<file path="src/rtl/irq_line_pkg.sv">
package irq_line_pkg;

  typedef enum logic [1:0] {
    REG_MASK = 2'd0,
    REG_CTRL = 2'd1,
    REG_GPOL = 2'd2,
    REG_GEN  = 2'd3
  } reg_addr_e;

  typedef struct packed {
    logic [7:0] interval;
    logic       push_pull;
    logic       act_high;
    logic       master_en;
  } ctrl_t;

  // control word layout: [0] master, [1] active high, [2] push-pull, [15:8] interval
  function automatic ctrl_t decode_ctrl(input logic [15:0] w);
    ctrl_t c;
    c.master_en = w[0];
    c.act_high  = w[1];
    c.push_pull = w[2];
    c.interval  = w[15:8];
    return c;
  endfunction

  // returns {oe, data} for the pin
  function automatic logic [1:0] pin_drive(input logic active, input logic act_high,
                                           input logic push_pull);
    logic [1:0] r;
    if (push_pull) r = {1'b1, (active == act_high)};
    else           r = {active, 1'b0};
    return r;
  endfunction

  function automatic logic edge_hit(input logic cur, input logic prev, input logic rise_sel);
    return rise_sel ? (cur & ~prev) : (~cur & prev);
  endfunction

  function automatic int unsigned holdoff_cycles(input int unsigned interval,
                                                 input int unsigned div);
    return interval * div;
  endfunction

endpackage

</file>
<file path="src/rtl/irq_cfg_regs.sv">
module irq_cfg_regs
  import irq_line_pkg::*;
#(
  parameter int N_TOT  = 11,
  parameter int N_GPIO = 3,
  parameter int CFG_W  = 16
) (
  input  logic              clk,
  input  logic              rst_n,
  input  logic              cfg_we,
  input  logic [1:0]        cfg_addr,
  input  logic [CFG_W-1:0]  cfg_wdata,
  output logic [N_TOT-1:0]  mask_q,
  output ctrl_t             ctrl_q,
  output logic [N_GPIO-1:0] gpol_q,
  output logic [N_GPIO-1:0] gen_q
);

  always_ff @(posedge clk) begin
    if (!rst_n) begin
      mask_q <= '0;
      ctrl_q <= '0;
      gpol_q <= '0;
      gen_q  <= '0;
    end else if (cfg_we) begin
      unique case (reg_addr_e'(cfg_addr))
        REG_MASK: mask_q <= cfg_wdata[N_TOT-1:0];
        REG_CTRL: ctrl_q <= decode_ctrl(cfg_wdata[15:0]);
        REG_GPOL: gpol_q <= cfg_wdata[N_GPIO-1:0];
        REG_GEN:  gen_q  <= cfg_wdata[N_GPIO-1:0];
        default:  ;
      endcase
    end
  end

endmodule

</file>
<file path="src/rtl/irq_gpio_edge.sv">
module irq_gpio_edge
  import irq_line_pkg::*;
#(
  parameter int N_GPIO = 3
) (
  input  logic              clk,
  input  logic              rst_n,
  input  logic [N_GPIO-1:0] gpio_in,
  input  logic [N_GPIO-1:0] gpol,
  input  logic [N_GPIO-1:0] gen,
  output logic [N_GPIO-1:0] gpio_evt
);

  for (genvar g = 0; g < N_GPIO; g++) begin : g_pin
    logic s1, s2, prev;
    always_ff @(posedge clk) begin
      if (!rst_n) begin
        s1   <= 1'b0;
        s2   <= 1'b0;
        prev <= 1'b0;
      end else begin
        s1   <= gpio_in[g];
        s2   <= s1;
        prev <= s2;
      end
    end
    assign gpio_evt[g] = gen[g] & edge_hit(s2, prev, gpol[g]);
  end

endmodule

</file>
<file path="src/rtl/irq_pend_bank.sv">
module irq_pend_bank #(
  parameter int N_TOT = 11
) (
  input  logic             clk,
  input  logic             rst_n,
  input  logic [N_TOT-1:0] set_vec,
  input  logic             clr_we,
  input  logic [N_TOT-1:0] clr_mask,
  output logic [N_TOT-1:0] pend_q
);

  for (genvar i = 0; i < N_TOT; i++) begin : g_bit
    always_ff @(posedge clk) begin
      if (!rst_n)                  pend_q[i] <= 1'b0;
      else if (set_vec[i])         pend_q[i] <= 1'b1;
      else if (clr_we && clr_mask[i]) pend_q[i] <= 1'b0;
    end
  end

endmodule

</file>
<file path="src/rtl/irq_holdoff.sv">
module irq_holdoff #(
  parameter int TICK_DIV = 2000,
  parameter int IV_W     = 8
) (
  input  logic            clk,
  input  logic            rst_n,
  input  logic            load,
  input  logic [IV_W-1:0] interval,
  output logic            busy
);

  localparam int PW = (TICK_DIV > 1) ? $clog2(TICK_DIV) : 1;
  localparam logic [PW-1:0] PMAX = PW'(TICK_DIV - 1);

  logic [IV_W-1:0] cnt_q;
  logic [PW-1:0]   presc_q;

  always_ff @(posedge clk) begin
    if (!rst_n) begin
      cnt_q   <= '0;
      presc_q <= '0;
    end else if (load) begin
      cnt_q   <= interval;
      presc_q <= '0;
    end else if (cnt_q != '0) begin
      if (presc_q == PMAX) begin
        presc_q <= '0;
        cnt_q   <= cnt_q - 1'b1;
      end else begin
        presc_q <= presc_q + 1'b1;
      end
    end
  end

  assign busy = (cnt_q != '0);

endmodule

</file>
<file path="src/rtl/irq_line_ctrl.sv">
module irq_line_ctrl
  import irq_line_pkg::*;
#(
  parameter int N_SRC    = 8,
  parameter int N_GPIO   = 3,
  parameter int CFG_W    = 16,
  parameter int TICK_DIV = 2000,
  localparam int N_TOT   = N_SRC + N_GPIO
) (
  input  logic              clk,
  input  logic              rst_n,
  input  logic              cfg_we,
  input  logic [1:0]        cfg_addr,
  input  logic [CFG_W-1:0]  cfg_wdata,
  input  logic [N_SRC-1:0]  src_evt,
  input  logic              clr_we,
  input  logic [N_TOT-1:0]  clr_mask,
  input  logic [N_GPIO-1:0] gpio_in,
  output logic [N_TOT-1:0]  pend_o,
  output logic              irq_o,
  output logic              irq_oe
);

  logic [N_TOT-1:0]  mask_q;
  ctrl_t             ctrl_q;
  logic [N_GPIO-1:0] gpol_q, gen_q, gpio_evt;
  logic              line_req, line_nxt, line_q, line_fall, holdoff_busy;
  logic              cfg_master, cfg_pp;
  logic [7:0]        cfg_interval;
  logic [1:0]        pin;

  irq_cfg_regs #(.N_TOT(N_TOT), .N_GPIO(N_GPIO), .CFG_W(CFG_W)) u_regs (
    .clk, .rst_n, .cfg_we, .cfg_addr, .cfg_wdata,
    .mask_q, .ctrl_q, .gpol_q, .gen_q
  );

  irq_gpio_edge #(.N_GPIO(N_GPIO)) u_gpio (
    .clk, .rst_n, .gpio_in, .gpol(gpol_q), .gen(gen_q), .gpio_evt
  );

  irq_pend_bank #(.N_TOT(N_TOT)) u_pend (
    .clk, .rst_n, .set_vec({gpio_evt, src_evt}), .clr_we, .clr_mask, .pend_q(pend_o)
  );

  assign cfg_master   = ctrl_q.master_en;
  assign cfg_pp       = ctrl_q.push_pull;
  assign cfg_interval = ctrl_q.interval;

  assign line_req  = cfg_master & |(pend_o & mask_q);
  assign line_nxt  = line_req & ~holdoff_busy;
  assign line_fall = line_q & ~line_nxt;

  always_ff @(posedge clk) begin
    if (!rst_n) line_q <= 1'b0;
    else        line_q <= line_nxt;
  end

  irq_holdoff #(.TICK_DIV(TICK_DIV), .IV_W(8)) u_hold (
    .clk, .rst_n, .load(line_fall), .interval(cfg_interval), .busy(holdoff_busy)
  );

  assign pin    = pin_drive(line_q, ctrl_q.act_high, cfg_pp);
  assign irq_oe = pin[1];
  assign irq_o  = pin[0];

endmodule

</file>
<file path="config.mk">
export PLATFORM = sky130hd
export DESIGN_NAME = irq_line_ctrl
export DESIGN_NICKNAME = d
export VERILOG_FILES = /design/src/rtl/irq_line_pkg.sv /design/src/rtl/irq_cfg_regs.sv /design/src/rtl/irq_gpio_edge.sv /design/src/rtl/irq_pend_bank.sv /design/src/rtl/irq_holdoff.sv /design/src/rtl/irq_line_ctrl.sv
export SDC_FILE = /design/constraint.sdc
export NUM_CORES = 1
export LEC_CHECK = 0
export BUFFER_PORTS_ARGS = -buffer_cell sky130_fd_sc_hd__clkbuf_2
export CAP_MARGIN = 5
export CORE_MARGIN = 5
export CORE_UTILIZATION = 52
export CTS_CLUSTER_SIZE = 14
export DETAILED_ROUTE_END_ITERATION = 16
export MAX_ROUTING_LAYER = met4
export PLACE_DENSITY = 0.75
export REMOVE_ABC_BUFFERS = 1
export SLEW_MARGIN = 15
export SYNTH_ARGS = -nofsm -noshare
export SYNTH_HDL_FRONTEND = slang
export SYNTH_SLANG_ARGS = --single-unit
</file>
<file path="constraint.sdc">
create_clock -name clk -period 3.6 [get_ports clk]
set_input_delay 0.18 -clock clk [delete_from_list [all_inputs] [get_ports clk]]
set_output_delay 0.18 -clock clk [all_outputs]
set_load 0.1 [all_outputs]
</file>
==> impl_metrics.yaml, run 1 <==
run_status:
  status: "finished, final reports clean"
power:
  peakVddDrop_uv: 288
  p_per_area_nw_per_um2: 431
  p_total_mw: 1.46
  leakage_nw: 1.41
global_route:
  grt-ovfl-total: 0
  grt_pass1_wl_um: 9760
  antenna_found_initial: 0
  grt_max_degree: 60
  grt_use_total: 0.172
  grt_pass1_vias: 2273
route:
  drtIter0Drc: 90
  dr_wl_met2_um: 2860
  wl_met1_um: 2600
  highest_layer: "met4"
  num_vias: 2256
  dr.pass1.iters: 5
  wire_per_inst_um: 13.5
  drc: 0
  wl_met3_um: 250
  antenna_left: 0
  routed_wl_um: 5810
  vias_per_cell: 5.23
floorplanning:
  die-area_um2: 7190
  die-width_um: 84.8
  fp.dieH_um: 84.8
  rows: 27
  start_util: 0.531
  core_um2: 5470
  io_pins: 57
clocking:
  ctsHoldBuffers: 0
  cts_max_level: 3
  post_cts_buffers: 0
  clk_path_buf_depth: 2
  cts-root-buf: "clkbuf_8"
  path_clk_slew_ns: 0.07
  ctsResizeCount: 0
  clock_latency_ns: 0.33
  cts.sinks: 68
  numCtsBuffers: 9
  cts_tree: "done"
placement:
  gp_congestion: 0.792
  place_inst: 416
  dp_hpwl_um: 4110
  post_dp_cell_area_um2: 3240
  io_buffers: 56
yosys:
  synth.mux.area_fraction: 0.107
  synth_top_area_frac: 0.468
  synthFlopType: "dfxtp_1"
  synth_top_cell_by_area: "dfxtp_1"
  synthTopCellsByCount: "dfxtp_1 (68), nor2b_1 (39), mux2i_1 (30)"
  async_reset_ff_frac: 0
  synth_cells: 298
  ys_types: 44
  ys_warn_count: 0
  mappedNetlistArea_um2: 2910
  ys_top_cells_by_area: "dfxtp_1 (47%), mux2i_1 (10%), nor2b_1 (8.4%)"
  ys_seq_elements: 68
  synth_xor_area_frac: 0.0452
  avgSynthCellArea_um2: 9.76
  synth-compound-area-share: 0.100
  synth_fa_ha_area_frac: 0.0129
  synth_most_common_cell: "dfxtp_1"
  synth_top_family_by_area: "simple AND/OR/NAND/NOR gates"
  synth-simple-area-share: 0.241
  synth_edf_count: 0
  ys_seq_area_frac: 0.468
layout:
  instances_no_fill: 431
  finalNetCount: 402
  fin_util: 0.619
  drive_gt1_frac: 0.234
  synthToLayoutAreaGrowth_pct: 16.4
  antennaDiodeCount: 0
  finalInstanceArea_um2: 3390
  nFillCells: 494
sta:
  fmax_mhz: 454
  fin_crit_ns: 2.20
  fin_crit_sh: 0.612
  tightestPinTransition_ns: 1.13
  setup-tns-final_ns: 0
  fin_skew_ns: 0.00630
  maxSlewViolCount: 0
  setup_violations: 0
  hold_viol: 0
  rsz0062_at_grt: "false"
  relSlewSlack: 0.241
critical_path:
  crit_path_end_kind: "flip-flop"
  path_class: "flip-flop to flip-flop"
  worstPathRequired_ns: 3.87
  startpoint_type: "flip-flop"
  arrival_ns: 2.47
  crit_fanout: 17
worst_hold_path:
  min_path_type: "input pin to flip-flop"
job:
  max_cap_violations: 0
==> through the flow <==
step / hold slack (ns) / setup slack [ns]
after floorplan: 0.297 / 1.34
after global placement: 0.392 / 1.52
after detailed placement: 0.391 / 1.45
after CTS: 0.0367 / 1.39
after global routing: 0.0517 / 1.17
final: 0.0475 / 1.40
==> cells in the final DEF, fill, tap and decap left out, types with 3 or more instances in the layout <==
cell      instances
inv_1             7
clkbuf_1          3
a21oi_1          16
mux2i_1          30
clkinv_2          3
clkbuf_8          9
xnor2_1           9
clkbuf_2         56
nor2_1           19
dfxtp_1          68
xor2_1            6
and2_1           10
nand2_1          23
nand3_1           8
nand3b_1          3
ha_1              3
o21ai_0           8
nand4b_1          3
nand4_1           3
a22oi_1           5
nor2b_1          39
==> final cells by class <==
type,instances,area [um^2],share of cell area
multi-input cells,213,1480,0.436
well taps,72,90.1,0.0266
inverters,7,26.3,0.00776
repair buffers,56,280,0.0828
clock buffers,12,135,0.0399
clock inverters,3,15.0,0.00443
flip-flops and latches,68,1360,0.402
==> power breakdown <==
part	switching [mW]	internal, mW	total [mW]
combinational	0.106	0.0566	0.163
clock	0.264	0.243	0.507
sequential	0.0151	0.776	0.791
total	0.385	1.08	1.46
==> path summary, 6_finish.rpt <==
| check | start | to | slack, ns | cells past startpoint |
|---|---|---|---|---|
| worst max-delay path | u_hold.cnt_q[0] | u_hold.presc_q[9] | 1.40 | 7 |
| worst min-delay path | gpio_in[0] | u_gpio.g_pin[0].s1 | 0.05 | 2 |
| worst max register to register | u_hold.cnt_q[0] | u_hold.presc_q[9] | 1.40 | 7 |
| worst min register to register | u_gpio.g_pin[2].s1 | u_gpio.g_pin[2].s2 | 0.44 | 1 |
==> routing by layer <==
| metal | vias to the layer above | global-route usage |
|---|---|---|
| met1 | 1055 | 0.192 |
| li1 | 1134 | - |
| met4 | 0 | 0.0806 |
| met5 | - | - |
| met2 | 53 | 0.290 |
| met3 | 14 | 0.0412 |
==> sequential cells by signal, indices dropped and copies added (netlist names) <==
signal and count:
line_q 1, u_gpio.g_pin.prev 3, u_gpio.g_pin.s1 3, u_gpio.g_pin.s2 3, u_hold.cnt_q 8, u_hold.presc_q 11, u_pend.pend_q 11, u_regs.ctrl_q 11
u_regs.gen_q 3, u_regs.gpol_q 3, u_regs.mask_q 11
==> worst max-delay path, cell delays in order (launching register included) <==
cell and delay [ns]:
dfxtp_1 0.31, inv_1 0.11, ha_1 0.20, nor3b_2 0.41, a31oi_2 0.17, a31oi_4 0.46, nand3_2 0.29, nor2_1 0.19
==> kinds of logic (layout without fill, tap and decap cells) <==
group / count (synthesis) / count (layout)
adders and majority gates: 3 / 3
muxes: 31 / 31
and+or+nand+nor: 121 / 121
AOI/OAI and AO/OA: 43 / 43
buffers and inverters: 17 / 78
xor gates and xnor gates: 15 / 15
DFF: 68 / 68
Note: power is estimated with default switching activity, not from simulation.
==> inputs of run 2 (changes only) <==
Settings changed: CORE_UTILIZATION 52 to 49, PLACE_DENSITY 0.75 to 0.74.
Clock period 3.6 ns to 2 ns, I/O delays scaled along.
==> impl_metrics.yaml, run 2 (synthesis gave the netlist of run 1 again) <==
power:
  p_sw_mw: 0.790
  share_seq_of_total_power: 0.511
  peakVddDrop_uv: 564
  leakage_nw: 1.53
  pwr-share-comb: 0.118
  p_int_mw: 1.99
  switching_share: 0.284
  clkPwrFrac: 0.371
  p_per_area_nw_per_um2: 759
  p_total_mw: 2.78
clocking:
  cts_max_level: 3
  path_clk_slew_ns: 0.08
  cts.sinks: 68
  clk_path_buf_depth: 2
  clock_latency_ns: 0.35
  cts-root-buf: "clkbuf_8"
  numCtsBuffers: 9
  cts_tree: "done"
sta:
  rsz0062_at_grt: "false"
  maxSlewViolCount: 0
  fmax_mhz: 544
  fin_crit_ns: 1.84
  tightestPinTransition_ns: 0.553
  fin_skew_ns: 0.0130
  fin_ws_ns: 0.161
  setup-tns-final_ns: 0
  fin_crit_sh: 0.919
  hold_viol: 0
  relSlewSlack: 0.633
  setup_violations: 0
layout:
  synthToLayoutAreaGrowth_pct: 26.1
  finalNetCount: 428
  antennaDiodeCount: 0
  finalInstanceArea_um2: 3670
  layout_commonest_cell: "dfxtp_1"
  most-common-layout-cells: "dfxtp_1 (68), clkbuf_2 (56), nor2b_1 (39)"
  drive_gt1_frac: 0.254
route:
  antenna_left: 0
  dr.pass1.iters: 4
  wire_per_inst_um: 12.5
  routed_wl_um: 5780
  vias_per_cell: 4.90
  drc: 0
  drtIter0Drc: 86
  num_vias: 2260
critical_path:
  r2r_setup_slack_ns: 0.16
  path_class: "flip-flop to flip-flop"
  crit_fanout: 3
  crit_path_end_kind: "flip-flop"
  worstPathRequired_ns: 2.24
  startpoint_type: "flip-flop"
  critPathCapture: "u_hold.presc_q[8]"
  reg2regPathDepth: 8
  r2r_end: "u_hold.presc_q[8]"
  arrival_ns: 2.08
  cp-startpoint: "u_hold.cnt_q[0]"
  reg2reg_from: "u_hold.cnt_q[0]"
worst_hold_path:
  min_path_type: "input pin to flip-flop"
floorplanning:
  die-width_um: 87.0
  io_pins: 57
  start_util: 0.497
  die-area_um2: 7580
  core_um2: 5850
  fp.dieH_um: 87.0
  rows: 28
run_status:
  status: "finished, final reports clean"
global_route:
  grt_pass1_vias: 2284
  antenna_found_initial: 0
  grt_max_degree: 31
  grt_use_total: 0.175
  grt-ovfl-total: 0
  grt_pass1_wl_um: 10200
job:
  max_cap_violations: 0
placement:
  post_dp_cell_area_um2: 3300
  dp_hpwl_um: 4160
  dp_slack_ns: 0.113
  io_buffers: 56
  gp_congestion: 0.759
run 2: changes by cell type in the layout (fill, tap and decap cells not counted), sizes merged:
cell         previous run  this run
buf                     0        10
inv                     7         9
clkbuf                 68        65
clkinvlp                0         2
dlygate4sd3             0        16
run 2: per-stage QoR:
| stage | hold WS [ns] | std cells | util |
|---|---|---|---|
| after floorplan | 0.217 | 288 | - |
| after global placement | 0.310 | 427 | 0.564 |
| after detailed placement | 0.312 | 427 | 0.564 |
| after CTS | 0.000466 | 459 | 0.623 |
| after global routing | 0.0321 | 461 | 0.627 |
| final | 0.0151 | 461 | 0.627 |
run 2: power by group through the flow:
stage / sequential, mW / combinational [mW] / clock (mW)
2_1_floorplan: 1.53 / 0.117 / 0
3_3_place_gp: 1.45 / 0.297 / 0
3_5_place_dp: 1.45 / 0.303 / 0
4_1_cts: 1.42 / 0.327 / 1.06
5_1_grt: 1.43 / 0.356 / 1.12
6_report: 1.42 / 0.327 / 1.03
run 2: worst max-delay path: stages, from the launching register on:
cell      delay (ns)
dfxtp_1         0.33
inv_1           0.08
ha_1            0.23
nor3b_4         0.17
buf_4           0.15
a2111o_1        0.46
nor2_1          0.14
xnor2_1         0.14
nor2_1          0.05
run 2: area by class of cell:
class | count | area [um^2]
Clock buffer | 9 | 124
Timing Repair Buffer | 82 | 515
Tap cell | 75 | 93.8
Sequential cell | 68 | 1360
Fill cell | 479 | 2180
Multi-Input combinational cell | 213 | 1480
Clock inverter | 7 | 61.3
Inverter | 7 | 26.3
run 2: what timing repair did:
action,in CTS,in global routing
setup buffers,0,2
hold buffers,16,0
hold endpoints to repair,16,0
setup endpoints to repair,0,14
resized for setup,0,1
run 2: worst min-delay path by stage:
stage / to / cells past startpoint / from / slack, ns
2_1_floorplan: u_hold.cnt_q[6] / 2 / rst_n / 0.22
3_3_place_gp: u_gpio.g_pin[1].s1 / 2 / gpio_in[1] / 0.31
3_5_place_dp: u_gpio.g_pin[0].s1 / 2 / gpio_in[0] / 0.31
4_1_cts: u_regs.ctrl_q[7] / 3 / cfg_wdata[12] / 0.0005
5_1_grt: u_regs.ctrl_q[4] / 3 / cfg_wdata[9] / 0.03
6_report: u_regs.ctrl_q[7] / 3 / cfg_wdata[12] / 0.02
run 2: layer usage:
metal	global-route usage	vias up	part of all wire
li1	-	1186	-
met1	0.208	1027	0.46
met2	0.281	40	0.49
met3	0.0539	7	0.040
met4	0.0609	0	0.013
met5	-	-	0
